**config.mk**
```make
export PLATFORM = sky130hd
export DESIGN_NAME = jtx_link_seq
export DESIGN_NICKNAME = d
export VERILOG_FILES = /design/src/rtl/jtx_seq_pkg.sv /design/src/rtl/jtx_exit_gate.sv /design/src/rtl/jtx_align_len.sv /design/src/rtl/jtx_phase_fsm.sv /design/src/rtl/jtx_lane_mux.sv /design/src/rtl/jtx_link_seq.sv
export SDC_FILE = /design/constraint.sdc
export NUM_CORES = 1
export LEC_CHECK = 0
export BUFFER_PORTS_ARGS = -buffer_cell sky130_fd_sc_hd__buf_2
export CORE_MARGIN = 1
export CORE_UTILIZATION = 36
export DETAILED_ROUTE_END_ITERATION = 8
export PLACE_DENSITY = 0.87
export REMOVE_ABC_BUFFERS = 1
export SLEW_MARGIN = 10
export SYNTH_ARGS = -nofsm -noshare
export SYNTH_HDL_FRONTEND = slang
export SYNTH_SLANG_ARGS = --single-unit
export TNS_END_PERCENT = 100
```
**constraint.sdc**
```tcl
create_clock -name clk -period 4 [get_ports clk]
set_input_delay 0.2 -clock clk [delete_from_list [all_inputs] [get_ports clk]]
set_output_delay 0.2 -clock clk [all_outputs]
set_load 0.01 [all_outputs]
```
**src/rtl/jtx_seq_pkg.sv**
```systemverilog
package jtx_seq_pkg;

    localparam int OCTET_W = 8;
    localparam logic [OCTET_W-1:0] COMMA_OCTET = 8'hBC;

    typedef enum logic [1:0] {
        PH_COMMA = 2'd0,
        PH_ALIGN = 2'd1,
        PH_USER  = 2'd2
    } phase_e;

    typedef enum logic [1:0] {
        SEL_COMMA = 2'd0,
        SEL_ALIGN = 2'd1,
        SEL_USER  = 2'd2
    } sel_e;

    typedef struct packed {
        logic [OCTET_W-1:0] data;
        logic               k;
    } lane_sym_t;

    function automatic sel_e phase_to_sel(input phase_e p);
        case (p)
            PH_ALIGN: return SEL_ALIGN;
            PH_USER:  return SEL_USER;
            default:  return SEL_COMMA;
        endcase
    endfunction

endpackage

```
**src/rtl/jtx_exit_gate.sv**
```systemverilog
module jtx_exit_gate #(
    parameter int SC_W = 2
) (
    input  logic            sync_req_n,
    input  logic            frame_edge,
    input  logic            mf_edge,
    input  logic [SC_W-1:0] cfg_subclass,
    output logic            exit_ok
);
    logic boundary;

    always_comb begin
        if (cfg_subclass == '0) boundary = frame_edge;
        else                    boundary = mf_edge;
        exit_ok = sync_req_n & boundary;
    end
endmodule

```
**src/rtl/jtx_align_len.sv**
```systemverilog
module jtx_align_len #(
    parameter int SC_W     = 2,
    parameter int LEN_W    = 8,
    parameter int FIXED_MF = 4
) (
    input  logic [SC_W-1:0]  cfg_subclass,
    input  logic [LEN_W-1:0] cfg_align_len,
    output logic [LEN_W:0]   mf_total
);
    localparam logic [LEN_W:0] FIXED_TOTAL = (LEN_W+1)'(FIXED_MF);
    localparam logic [LEN_W:0] ONE         = (LEN_W+1)'(1);

    always_comb begin
        if (cfg_subclass == '0) mf_total = {1'b0, cfg_align_len} + ONE;
        else                    mf_total = FIXED_TOTAL;
    end
endmodule

```
**src/rtl/jtx_phase_fsm.sv**
```systemverilog
module jtx_phase_fsm
    import jtx_seq_pkg::*;
(
    input  logic   clk,
    input  logic   rst,
    input  logic   sync_req_n,
    input  logic   exit_ok,
    input  logic   cfg_align_en,
    input  logic   align_done,
    output phase_e phase_q,
    output logic   start_q
);
    phase_e phase_d;

    always_comb begin
        phase_d = phase_q;
        case (phase_q)
            PH_COMMA: if (exit_ok) phase_d = cfg_align_en ? PH_ALIGN : PH_USER;
            PH_ALIGN: begin
                if (!sync_req_n)     phase_d = PH_COMMA;
                else if (align_done) phase_d = PH_USER;
            end
            PH_USER:  if (!sync_req_n) phase_d = PH_COMMA;
            default:  phase_d = PH_COMMA;
        endcase
    end

    always_ff @(posedge clk) begin
        if (rst) begin
            phase_q <= PH_COMMA;
            start_q <= 1'b0;
        end else begin
            phase_q <= phase_d;
            start_q <= (phase_q == PH_COMMA) && (phase_d == PH_ALIGN);
        end
    end
endmodule

```
**src/rtl/jtx_lane_mux.sv**
```systemverilog
module jtx_lane_mux
    import jtx_seq_pkg::*;
(
    input  sel_e               sel,
    input  logic [OCTET_W-1:0] align_octet,
    input  logic               align_k,
    input  logic [OCTET_W-1:0] user_octet,
    output lane_sym_t          sym
);
    always_comb begin
        case (sel)
            SEL_ALIGN: sym = '{data: align_octet, k: align_k};
            SEL_USER:  sym = '{data: user_octet,  k: 1'b0};
            default:   sym = '{data: COMMA_OCTET, k: 1'b1};
        endcase
    end
endmodule

```
**src/rtl/jtx_link_seq.sv**
```systemverilog
module jtx_link_seq
    import jtx_seq_pkg::*;
#(
    parameter int SC_W     = 2,
    parameter int LEN_W    = 8,
    parameter int FIXED_MF = 4
) (
    input  logic             clk,
    input  logic             rst,
    input  logic             sync_req_n,
    input  logic             frame_edge,
    input  logic             mf_edge,
    input  logic [SC_W-1:0]  cfg_subclass,
    input  logic             cfg_align_en,
    input  logic [LEN_W-1:0] cfg_align_len,
    input  logic             align_done,
    input  logic [7:0]       align_octet,
    input  logic             align_k,
    input  logic [7:0]       user_octet,
    output logic [1:0]       phase,
    output logic [1:0]       lane_sel,
    output logic             align_start,
    output logic [LEN_W:0]   align_mf_total,
    output logic [7:0]       lane_data,
    output logic             lane_k
);
    logic      exit_ok;
    phase_e    phase_q;
    sel_e      sel;
    lane_sym_t sym;

    jtx_exit_gate #(.SC_W(SC_W)) u_gate (
        .sync_req_n   (sync_req_n),
        .frame_edge   (frame_edge),
        .mf_edge      (mf_edge),
        .cfg_subclass (cfg_subclass),
        .exit_ok      (exit_ok)
    );

    jtx_align_len #(.SC_W(SC_W), .LEN_W(LEN_W), .FIXED_MF(FIXED_MF)) u_len (
        .cfg_subclass  (cfg_subclass),
        .cfg_align_len (cfg_align_len),
        .mf_total      (align_mf_total)
    );

    jtx_phase_fsm u_fsm (
        .clk          (clk),
        .rst          (rst),
        .sync_req_n   (sync_req_n),
        .exit_ok      (exit_ok),
        .cfg_align_en (cfg_align_en),
        .align_done   (align_done),
        .phase_q      (phase_q),
        .start_q      (align_start)
    );

    assign sel = phase_to_sel(phase_q);

    jtx_lane_mux u_mux (
        .sel         (sel),
        .align_octet (align_octet),
        .align_k     (align_k),
        .user_octet  (user_octet),
        .sym         (sym)
    );

    assign phase     = phase_q;
    assign lane_sel  = sel;
    assign lane_data = sym.data;
    assign lane_k    = sym.k;
endmodule

```
==> flow_summary_export.csv, run 1 <==
group,metric,value,unit
synthesis,synth_seq_area_share,11.24,%
synthesis,synth_seq_cells,3,
route,avgViaCountPerCell,5.228,
floorplanning,die_w,40.53,um
pwr,leakagePower,0.0004343,uW
worst_setup_path,cp.required,3800,ps
cts,path_clk_slew,40,ps
synthesis,ys_types,26,
sta,setup_viol,0,
floorplanning,dieHeight,40.53,um
synthesis,ys_top_cells_by_count,"nand2_1, a22oi_1, nor2_1",
run,maxCapViolCount,0,
floorplanning,die-area,1642,um^2
sta,finClkSkew,7.251,ps
grt,grt.total_usage,21.13,%
sta,worst_pin_slew,395.3,ps
worst_setup_path,worstPathCellList,"inv_1 > ha_1 > a22oi_1 > nand2_1 > buf_2",
synthesis,synth_edf_count,0,
synthesis,yosysTopAreaCellShare,14.05,%
cts,cts_tree,"built",
worst_setup_path,critPathCaptureType,"output port",
sta,fin_setup_tns,0,ps
placement,dp_cells,145,
grt,grt_overflow,0,
sta,drv_slew,0,
synthesis,synth_top_cells_by_area,"ha_1, dfxtp_1, a22oi_1",
cts,cts_max_level,1,
cts,post_cts_buffers,0,
worst_setup_path,path_delay_family,"flip-flops",
worst_hold_path,holdPathEnd,"u_fsm.phase_q[1]",
route,wl,1618,um
synthesis,synth_ff_type,"dfxtp_1",
floorplanning,ios,57,
worst_setup_path,path_class,"flop to output port",
synthesis,synthCells,77,
worst_hold_path,hold_depth,2,
route,first_iter_violations,6,
worst_setup_path,slowest_stage,"dfxtp_1",
synthesis,synthArstFlopShare,0,%
worst_hold_path,worstHoldStart,"rst",
grt,grt_max_degree,13,
finish,layout.nets,175,
floorplanning,start_util,40.06,%
sta,fmax,565.8,MHz
placement,gp_congestion,0.8178,
route,drc,0,
synthesis,syn_avg_cell_area,6.938,um^2
grt,grt_pass1_wl,2304,um
floorplanning,core_area,1334,um^2
sta,min_period_over_period,44.18,%
floorplanning,rows,13,
cts,postCtsHoldBufs,0,
cts,cts.sinks,3,
sta,slew_headroom,73.64,%
worst_setup_path,r2r_start,"u_fsm.phase_q[1]",
synthesis,synth_top_cell_by_area,"ha_1",
worst_setup_path,crit_arrival,1570,ps
sta,rsz0062_at_grt,"false",
pwr,ir_drop,115.0,uV
worst_setup_path,r2r_setup_slack,2270,ps
finish,stdcell_count,149,
route,wl_per_cell,10.86,um
worst_setup_path,max_stage_delay,430,ps
synthesis,synth_area,534.3,um^2
finish,num-fill-cells,137,
placement,port_buffers,56,
finish,drive_gt1_share,45.52,%
synthesis,yosysWarnings,0,
finish,syn2layout_area_growth,58.31,%
placement,dp_hpwl,1391,um
synthesis,synth_most_common_cell,"nand2_1",
sta,finalHoldViolCount,0,
cts,cts_resized,0,
worst_setup_path,path_buf_inv,2,
sta,post-route-min-period,1767,ps
worst_setup_path,reg2reg_to,"u_fsm.start_q",
worst_setup_path,reg2reg_depth,6,
grt,antenna_found_initial,0,
grt,grt_pass1_vias,649,
cts,cts_buffers,3,
finish,antennaDiodeCount,0,
pwr,cellPowerDensity,211.3,nW/um^2
worst_setup_path,crit_fanout,12,
route,ant_nets,0,
route,dr.pass1.iters,4,
route,routed-via-count,779,
worst_setup_path,setup.worst_path.start_class,"flop",
cts,cts_buffer_depth,2,
cts,clk_latency,230,ps
cts,root_buffer,"clkbuf_4",
worst_hold_path,hold_path.class,"input port to flop",
status,status,"complete, no violations",
==> flip-flops by register name, summed over array words and instances (netlist names) <==
name / cells
u_fsm.phase_q: 2
u_fsm.start_q: 1
==> layer usage <==
metal | up-vias | routed length, um | GRT usage [%]
met5 | - | 0 | 0
met4 | 0 | 38 | 15.83
met3 | 4 | 171 | 2.778
met2 | 52 | 803 | 39.68
met1 | 333 | 604 | 20.39
li1 | 390 | - | -
==> cell usage in the layout (no fill, tap or decap), types with 2 or more instances in the layout <==
| cell | n |
|---|---|
| a21oi_1 | 3 |
| a22oi_1 | 8 |
| and3_1 | 2 |
| buf_2 | 56 |
| clkbuf_4 | 3 |
| dfxtp_1 | 3 |
| ha_1 | 6 |
| inv_1 | 4 |
| nand2_1 | 10 |
| nand2b_1 | 2 |
| nand3_1 | 6 |
| nor2_1 | 7 |
| nor2b_1 | 4 |
| o211ai_1 | 2 |
| o21ai_0 | 3 |
| or3_1 | 2 |
| xnor2_1 | 2 |
| xor2_1 | 2 |
==> worst max-delay path by stage <==
stage,from,end,slack (ps),depth (start not counted)
floorplan,u_fsm.phase_q[1],u_fsm.start_q,2370,6
global placement,u_fsm.phase_q[1],u_fsm.start_q,2410,6
detailed placement,u_fsm.phase_q[1],u_fsm.start_q,2300,6
CTS,u_fsm.phase_q[1],lane_data[2],2230,5
global route,u_fsm.phase_q[1],lane_data[2],2080,5
finish,u_fsm.phase_q[1],lane_data[2],2230,5
==> where the power goes <==
group	internal, uW	switching (uW)
Sequential	32.4	3.09
Clock	37.3	15.2
Combinational	43.2	47.5
==> logic make-up after synthesis <==
kind of cell | count (synthesis) | synth area share [%]
xor+xnor | 4 | 6.559
fa+ha+maj | 6 | 14.05
buf+inv | 7 | 5.385
flops | 3 | 11.24
simple gates | 38 | 36.30
mux | 1 | 1.874
compound gates | 18 | 24.59
==> area by class of cell <==
class | count | area, um^2 | area share [%]
Sequential cell | 3 | 60.06 | 7.101
Multi-Input combinational cell | 67 | 445.4 | 52.66
Tap cell | 15 | 18.77 | 2.219
Clock buffer | 4 | 26.28 | 3.107
Timing Repair Buffer | 56 | 280.3 | 33.14
Inverter | 4 | 15.01 | 1.775
==> worst register-to-register path: cells and delay by family, from the launching register on <==
| family | cells | cell delay (ps) |
|---|---|---|
| buf+inv | 1 | 120 |
| fa+ha+maj | 1 | 340 |
| flops | 1 | 430 |
| simple gates | 3 | 520 |
| compound gates | 1 | 210 |
==> metrics by stage <==
step           area [um^2]  power [uW]  setup slack [ps]  hold slack (ps)  utilization (%)
3_5_place_dp         819.5       126.8              2299            392.1            61.44
6_report             845.8       178.7              2233            146.8            63.41
4_1_cts              845.8       180.8              2227            145.2            63.41
5_1_grt              845.8       192.2              2076            154.4            63.41
2_1_floorplan        520.5       84.16              2373            272.4                -
3_3_place_gp         819.5       124.3              2414            379.7            61.44
No activity file was read; power rests on OpenSTA's default activity.
==> run 2, diff against run 1 <==
--- a/config.mk
+++ b/config.mk
@@ -5,11 +5,12 @@
 export SDC_FILE = /design/constraint.sdc
 export NUM_CORES = 1
 export LEC_CHECK = 0
+export ABC_AREA = 1
 export BUFFER_PORTS_ARGS = -buffer_cell sky130_fd_sc_hd__buf_2
 export CORE_MARGIN = 1
-export CORE_UTILIZATION = 36
+export CORE_UTILIZATION = 30
 export DETAILED_ROUTE_END_ITERATION = 8
-export PLACE_DENSITY = 0.87
+export PLACE_DENSITY = 0.78
 export REMOVE_ABC_BUFFERS = 1
 export SLEW_MARGIN = 10
 export SYNTH_ARGS = -nofsm -noshare
==> constraint.sdc (replaced) <==
create_clock -name clk -period 1.5 [get_ports clk]
set_input_delay 0.075 -clock clk [delete_from_list [all_inputs] [get_ports clk]]
set_output_delay 0.075 -clock clk [all_outputs]
set_load 0.01 [all_outputs]
==> run 2 against run 1 <==
Effect of this change:
- routed wire length rose by 14%
- register-to-register slack got worse by 2200 ps
- clock power rose to 2.6 times the previous value
- global-route usage down 3.1 points
- cell count increased by 22%
- clock skew decreased by 5.3 ps
- combinational power rose to 3.1 times the previous value
- utilization shrank 2.3 points
- via count increased by 8.1%
- critical endpoint is now lane_data[7]
- highest routed layer unchanged
==> flow_summary_export.csv, run 2 <==
group,metric,value,unit
synthesis,synth_top_cells_by_area,"nand2_1, ha_1, dfxtp_1",
finish,multiInputGateArea,454.2,um^2
pwr,seqPwrFrac,18.4,%
cts,postCtsHoldBufs,0,
route,drc,0,
status,status,"complete, no violations",
sta,fin_setup_tns,0,ps
route,routed-via-count,842,
worst_setup_path,crit_arrival,1380,ps
finish,drive_gt1_share,48.73,%
placement,gp_congestion,0.7502,
worst_setup_path,crit_fanout,5,
finish,layout.nets,199,
synthesis,yosysTopAreaCellShare,17.52,%
synthesis,synth_area,535.5,um^2
run,maxCapViolCount,0,
finish,reg_top3,"u_fsm.phase_q x2, u_fsm.start_q x1",
route,dr.pass1.iters,6,
pwr,switchingPower,195.7,uW
finish,ff_latch_area,67.56,um^2
route,wl,1850,um
synthesis,ys_top_cells_by_count,"nand2_1, inv_1, nor2_1",
synthesis,ys_types,16,
synthesis,synth_seq_cells,3,
finish,num-fill-cells,152,
cts,cts_max_level,1,
grt,grt_pass1_wl,2697,um
worst_setup_path,cp.required,1420,ps
worst_setup_path,r2r_start,"u_fsm.phase_q[1]",
pwr,clkPwrFrac,27.1,%
floorplanning,ios,57,
pwr,p_int,319.5,uW
worst_setup_path,reg2reg_depth,9,
cts,path_clk_slew,30,ps
floorplanning,dieHeight,44.25,um
finish,final_cell_mix,"buf_2, nand2_1, nor2_1, a21oi_1, inv_1",
worst_hold_path,hold_path.class,"input port to flop",
finish,fin_area,974.7,um^2
sta,setup_viol,0,
cts,root_buffer,"clkbuf_4",
sta,finalHoldViolCount,0,
finish,mostFrequentLayoutCell,"buf_2",
route,avgViaCountPerCell,4.626,
sta,min_period_over_period,97.26,%
cts,cts_buffer_depth,2,
synthesis,yosysWarnings,0,
finish,regMostFlops,"u_fsm.phase_q",
placement,port_buffers,56,
cts,cts_tree,"built",
sta,finClkSkew,1.910,ps
pwr,cellPowerDensity,528.6,nW/um^2
sta,worst_pin_slew,349.9,ps
pwr,ir_drop,411.2,uV
synthesis,synth_seq_area_share,11.21,%
cts,cts_buffers,3,
worst_setup_path,r2r_setup_slack,110,ps
route,wl_per_cell,10.16,um
sta,rsz0062_at_grt,"true",
worst_setup_path,startpoint,"u_fsm.phase_q[1]",
floorplanning,die-area,1958,um^2
route,first_iter_violations,10,
sta,fmax,685.5,MHz
floorplanning,start_util,33.59,%
pwr,leakagePower,0.0005568,uW
grt,grt_pass1_vias,733,
sta,slew_headroom,76.62,%
sta,finalWorstSetupSlack,41.17,ps
cts,cts.sinks,3,
placement,dp_hpwl,1433,um
grt,antenna_found_initial,0,
sta,post-route-min-period,1459,ps
floorplanning,die_w,44.25,um
finish,syn2layout_area_growth,82.01,%
route,ant_nets,0,
grt,grt_max_degree,11,
synthesis,synth_edf_count,0,
pwr,finalPower,515.3,uW
grt,grt_overflow,0,
grt,grt.total_usage,18.04,%
worst_setup_path,setup.worst_path.start_class,"flop",
placement,placed_cell_area,858.3,um^2
synthesis,synth_top_cell_by_area,"nand2_1",
worst_setup_path,reg2reg_to,"u_fsm.start_q",
placement,place_ws,45.05,ps
floorplanning,rows,14,
pwr,comb_power_share,54.5,%
placement,dp_cells,174,
cts,clk_latency,230,ps
synthesis,synth_most_common_cell,"nand2_1",
sta,drv_slew,0,
synthesis,synthArstFlopShare,0,%
floorplanning,core_area,1594,um^2
finish,antennaDiodeCount,0,
pwr,switching_share,37.99,%
worst_setup_path,endpoint,"lane_data[7]",
finish,largest_register_ffs,2,
synthesis,synthCells,93,
synthesis,synth_ff_type,"dfxtp_1",
worst_setup_path,critPathCaptureType,"output port",
finish,stdcell_count,182,
synthesis,syn_avg_cell_area,5.758,um^2
worst_setup_path,path_class,"flop to output port",
## run 2: area by class of cell
cell class / instances / share of cell area, %
flip-flops and latches: 3 / 6.932
multi-input cells: 75 / 46.60
clock buffers: 4 / 2.696
inverters: 13 / 6.033
repair buffers: 63 / 34.66
well taps: 24 / 3.081
## run 2: cells by family after synthesis
kind of cell | synth area share [%]
compound gates | 24.07
flops | 11.22
simple gates | 39.72
buf+inv | 10.98
fa+ha+maj | 14.02
## run 2: worst max-delay path, stage by stage, from the launching register on
cell,delay [ps]
dfxtp_4,380
inv_4,60
ha_4,160
buf_6,120
a221o_1,300
buf_2,140
## run 2: timing repair
action / in CTS / in global routing
buffers inserted: 3 / 0
pin swaps: 0 / 6
setup endpoints to repair: 9 / 5
resized for setup: 10 / 8
cloned: 0 / 1
## run 2: through the flow
stage	hold WS (ps)	util, %
2_1_floorplan	197.5	-
3_3_place_gp	341.8	53.85
5_1_grt	110.4	61.15
3_5_place_dp	356.1	53.85
4_1_cts	101.9	58.01
6_report	109.7	61.15
## run 2: how the worst min path moves through the flow
| stage | startpoint | to | cells past startpoint |
|---|---|---|---|
| 2_1_floorplan | cfg_align_len[0] | align_mf_total[0] | 1 |
| 3_3_place_gp | rst | u_fsm.start_q | 4 |
| 3_5_place_dp | rst | u_fsm.start_q | 4 |
| 4_1_cts | rst | u_fsm.phase_q[1] | 4 |
| 5_1_grt | rst | u_fsm.phase_q[1] | 4 |
| 6_report | rst | u_fsm.phase_q[1] | 4 |
## run 2: routing by layer
layer  track usage, %  wire, um  part of all wire, %  vias up
met1            18.92       779                   42      382
met4            9.697         9                 0.49        0
li1                 -         -                    -      445
met2            34.12      1032                   56       13
met5                0         0                    0        -
met3            2.449        29                  1.6        2
## run 2: power groups by stage
stage	Sequential [uW]	Combinational, uW	Clock (uW)
6_report	94.7	281	139
5_1_grt	95.2	307	156
4_1_cts	89.6	262	149
3_5_place_dp	92.6	246	0
3_3_place_gp	92.0	240	0
2_1_floorplan	94.6	126	0
==> run 3, diff against run 2 <==
--- a/config.mk
+++ b/config.mk
@@ -7,7 +7,7 @@
 export LEC_CHECK = 0
 export ABC_AREA = 1
 export BUFFER_PORTS_ARGS = -buffer_cell sky130_fd_sc_hd__buf_2
-export CORE_MARGIN = 1
+export CORE_MARGIN = 1.5
 export CORE_UTILIZATION = 30
 export DETAILED_ROUTE_END_ITERATION = 8
 export PLACE_DENSITY = 0.78
==> run 3 against run 2 <==
Effect of this change:
- clock skew decreased by 1.0 ps
- power rose by 1.8%
- clock power hardly changed
- worst hold slack worse by 8.3 ps
- register-to-register slack better by 50 ps
- final area is the same
- worst setup slack got worse by 14 ps
- maximum frequency decreased by 0.96%
==> flow_summary_export.csv, run 3 (synthesis gave the netlist of run 2 again) <==
group,metric,value,unit
status,status,"complete, no violations",
sta,finalWorstSetupSlack,26.99,ps
finish,drive_gt1_share,48.73,%
worst_setup_path,crit_fanout,8,
worst_setup_path,path_class,"flop to output port",
floorplanning,ios,57,
worst_setup_path,startpoint,"u_fsm.phase_q[1]",
sta,worst_pin_slew,306.7,ps
sta,slew_headroom,79.51,%
route,ant_nets,0,
finish,final_cell_mix,"buf_2, nand2_1, nor2_1, a21oi_1, inv_1",
route,first_iter_violations,29,
sta,fin_hold_ws,101.4,ps
floorplanning,start_util,31.36,%
sta,finClkSkew,0.8959,ps
placement,place_ws,-14.80,ps
floorplanning,core_area,1708,um^2
sta,finalHoldViolCount,0,
floorplanning,dieHeight,45.25,um
grt,grt_pass1_vias,713,
placement,port_buffers,56,
cts,path_clk_slew,40,ps
worst_setup_path,reg2reg_to,"u_fsm.start_q",
cts,cts_buffers,3,
route,routed-via-count,884,
placement,placed_cell_area,859.6,um^2
finish,regMostFlops,"u_fsm.phase_q",
finish,antennaDiodeCount,0,
cts,clk_latency,230,ps
worst_hold_path,worstHoldStart,"rst",
sta,drv_slew,0,
worst_setup_path,crit_arrival,1400,ps
route,wl,2059,um
cts,cts_tree,"built",
worst_setup_path,cp.required,1420,ps
cts,root_buffer,"clkbuf_4",
pwr,leakagePower,0.0005562,uW
finish,layout.nets,199,
finish,mostFrequentLayoutCell,"buf_2",
grt,grt.total_usage,18.35,%
floorplanning,rows,15,
worst_setup_path,reg2reg_depth,7,
floorplanning,die-area,2048,um^2
cts,postCtsHoldBufs,0,
cts,cts_max_level,1,
run,maxCapViolCount,0,
worst_hold_path,hold_path.class,"input port to flop",
cts,cts.sinks,3,
sta,post-route-min-period,1473,ps
pwr,finalPower,524.4,uW
grt,antenna_found_initial,0,
route,avgViaCountPerCell,4.831,
route,wl_per_cell,11.25,um
worst_setup_path,setup.worst_path.start_class,"flop",
grt,grt_max_degree,12,
worst_setup_path,r2r_setup_slack,160,ps
worst_hold_path,holdPathEnd,"u_fsm.phase_q[0]",
sta,fmax,678.9,MHz
pwr,ir_drop,505.3,uV
finish,syn2layout_area_growth,82.01,%
placement,dp_hpwl,1610,um
route,dr.pass1.iters,5,
floorplanning,die_w,45.25,um
placement,gp_congestion,0.7420,
finish,fin_area,974.7,um^2
pwr,cellPowerDensity,538.0,nW/um^2
grt,grt_overflow,0,
finish,largest_register_ffs,2,
sta,min_period_over_period,98.20,%
worst_setup_path,critPathCaptureType,"output port",
route,drc,0,
finish,reg_top3,"u_fsm.phase_q x2, u_fsm.start_q x1",
sta,setup_viol,0,
worst_hold_path,hold_depth,4,
worst_setup_path,r2r_start,"u_fsm.phase_q[1]",
grt,grt_pass1_wl,2815,um
finish,num-fill-cells,158,
cts,cts_buffer_depth,2,
sta,rsz0062_at_grt,"true",
## run 3: cell types whose count changed in the layout (fill, tap and decap cells not counted)
cell     before  now
inv_4         2    3
dfxtp_4       2    1
buf_6         2    3
inv_6         1    0
dfxtp_2       0    1
buf_4         4    3
## run 3: metrics by stage
step	utilization (%)	instances	setup TNS [ps]
floorplan	-	91	-60.97
global placement	50.33	175	0
detailed placement	50.33	175	-14.80
CTS	54.43	181	0
global route	57.07	183	-75.78
finish	57.07	183	0
## run 3: final cells by class
class | count | area (um^2) | share of cell area (%)
Tap cell | 25 | 31.28 | 3.209
Timing Repair Buffer | 63 | 341.6 | 35.04
Clock buffer | 4 | 26.28 | 2.696
Multi-Input combinational cell | 75 | 454.2 | 46.60
Inverter | 13 | 56.30 | 5.777
Sequential cell | 3 | 65.06 | 6.675
## run 3: repair_timing
item / in CTS / in global routing
cloned: 0 / 1
setup buffers: 2 / 1
gates resized for setup: 11 / 6
pin swaps: 0 / 5
setup endpoints to repair: 10 / 5
## run 3: per-layer routing
layer  part of all wire [%]  track usage (%)
met4                    1.5            3.529
met3                    4.3            3.600
met1                     40            21.15
met5                      0                0
met2                     55            34.57
## run 3: power breakdown
group	internal [uW]	total (uW)	switching [uW]
sequential	85.6	92.0	6.42
clock	99.6	141	40.9
combinational	138	292	154
## run 3: worst max path at each step
| stage | cells after the start | slack [ps] | to |
|---|---|---|---|
| after floorplan | 7 | -60 | u_fsm.start_q |
| after detailed placement | 7 | -10 | u_fsm.start_q |
| after CTS | 5 | 10 | lane_data[3] |
| final | 5 | 30 | lane_data[2] |
| after global placement | 7 | 90 | u_fsm.start_q |
| after global routing | 5 | -20 | lane_data[3] |
## run 3: worst max-delay path, cell delays in order (launching register included)
cell and delay (ps):
dfxtp_2 330, buf_6 130, ha_4 160, buf_6 130
a221o_1 290, buf_2 140
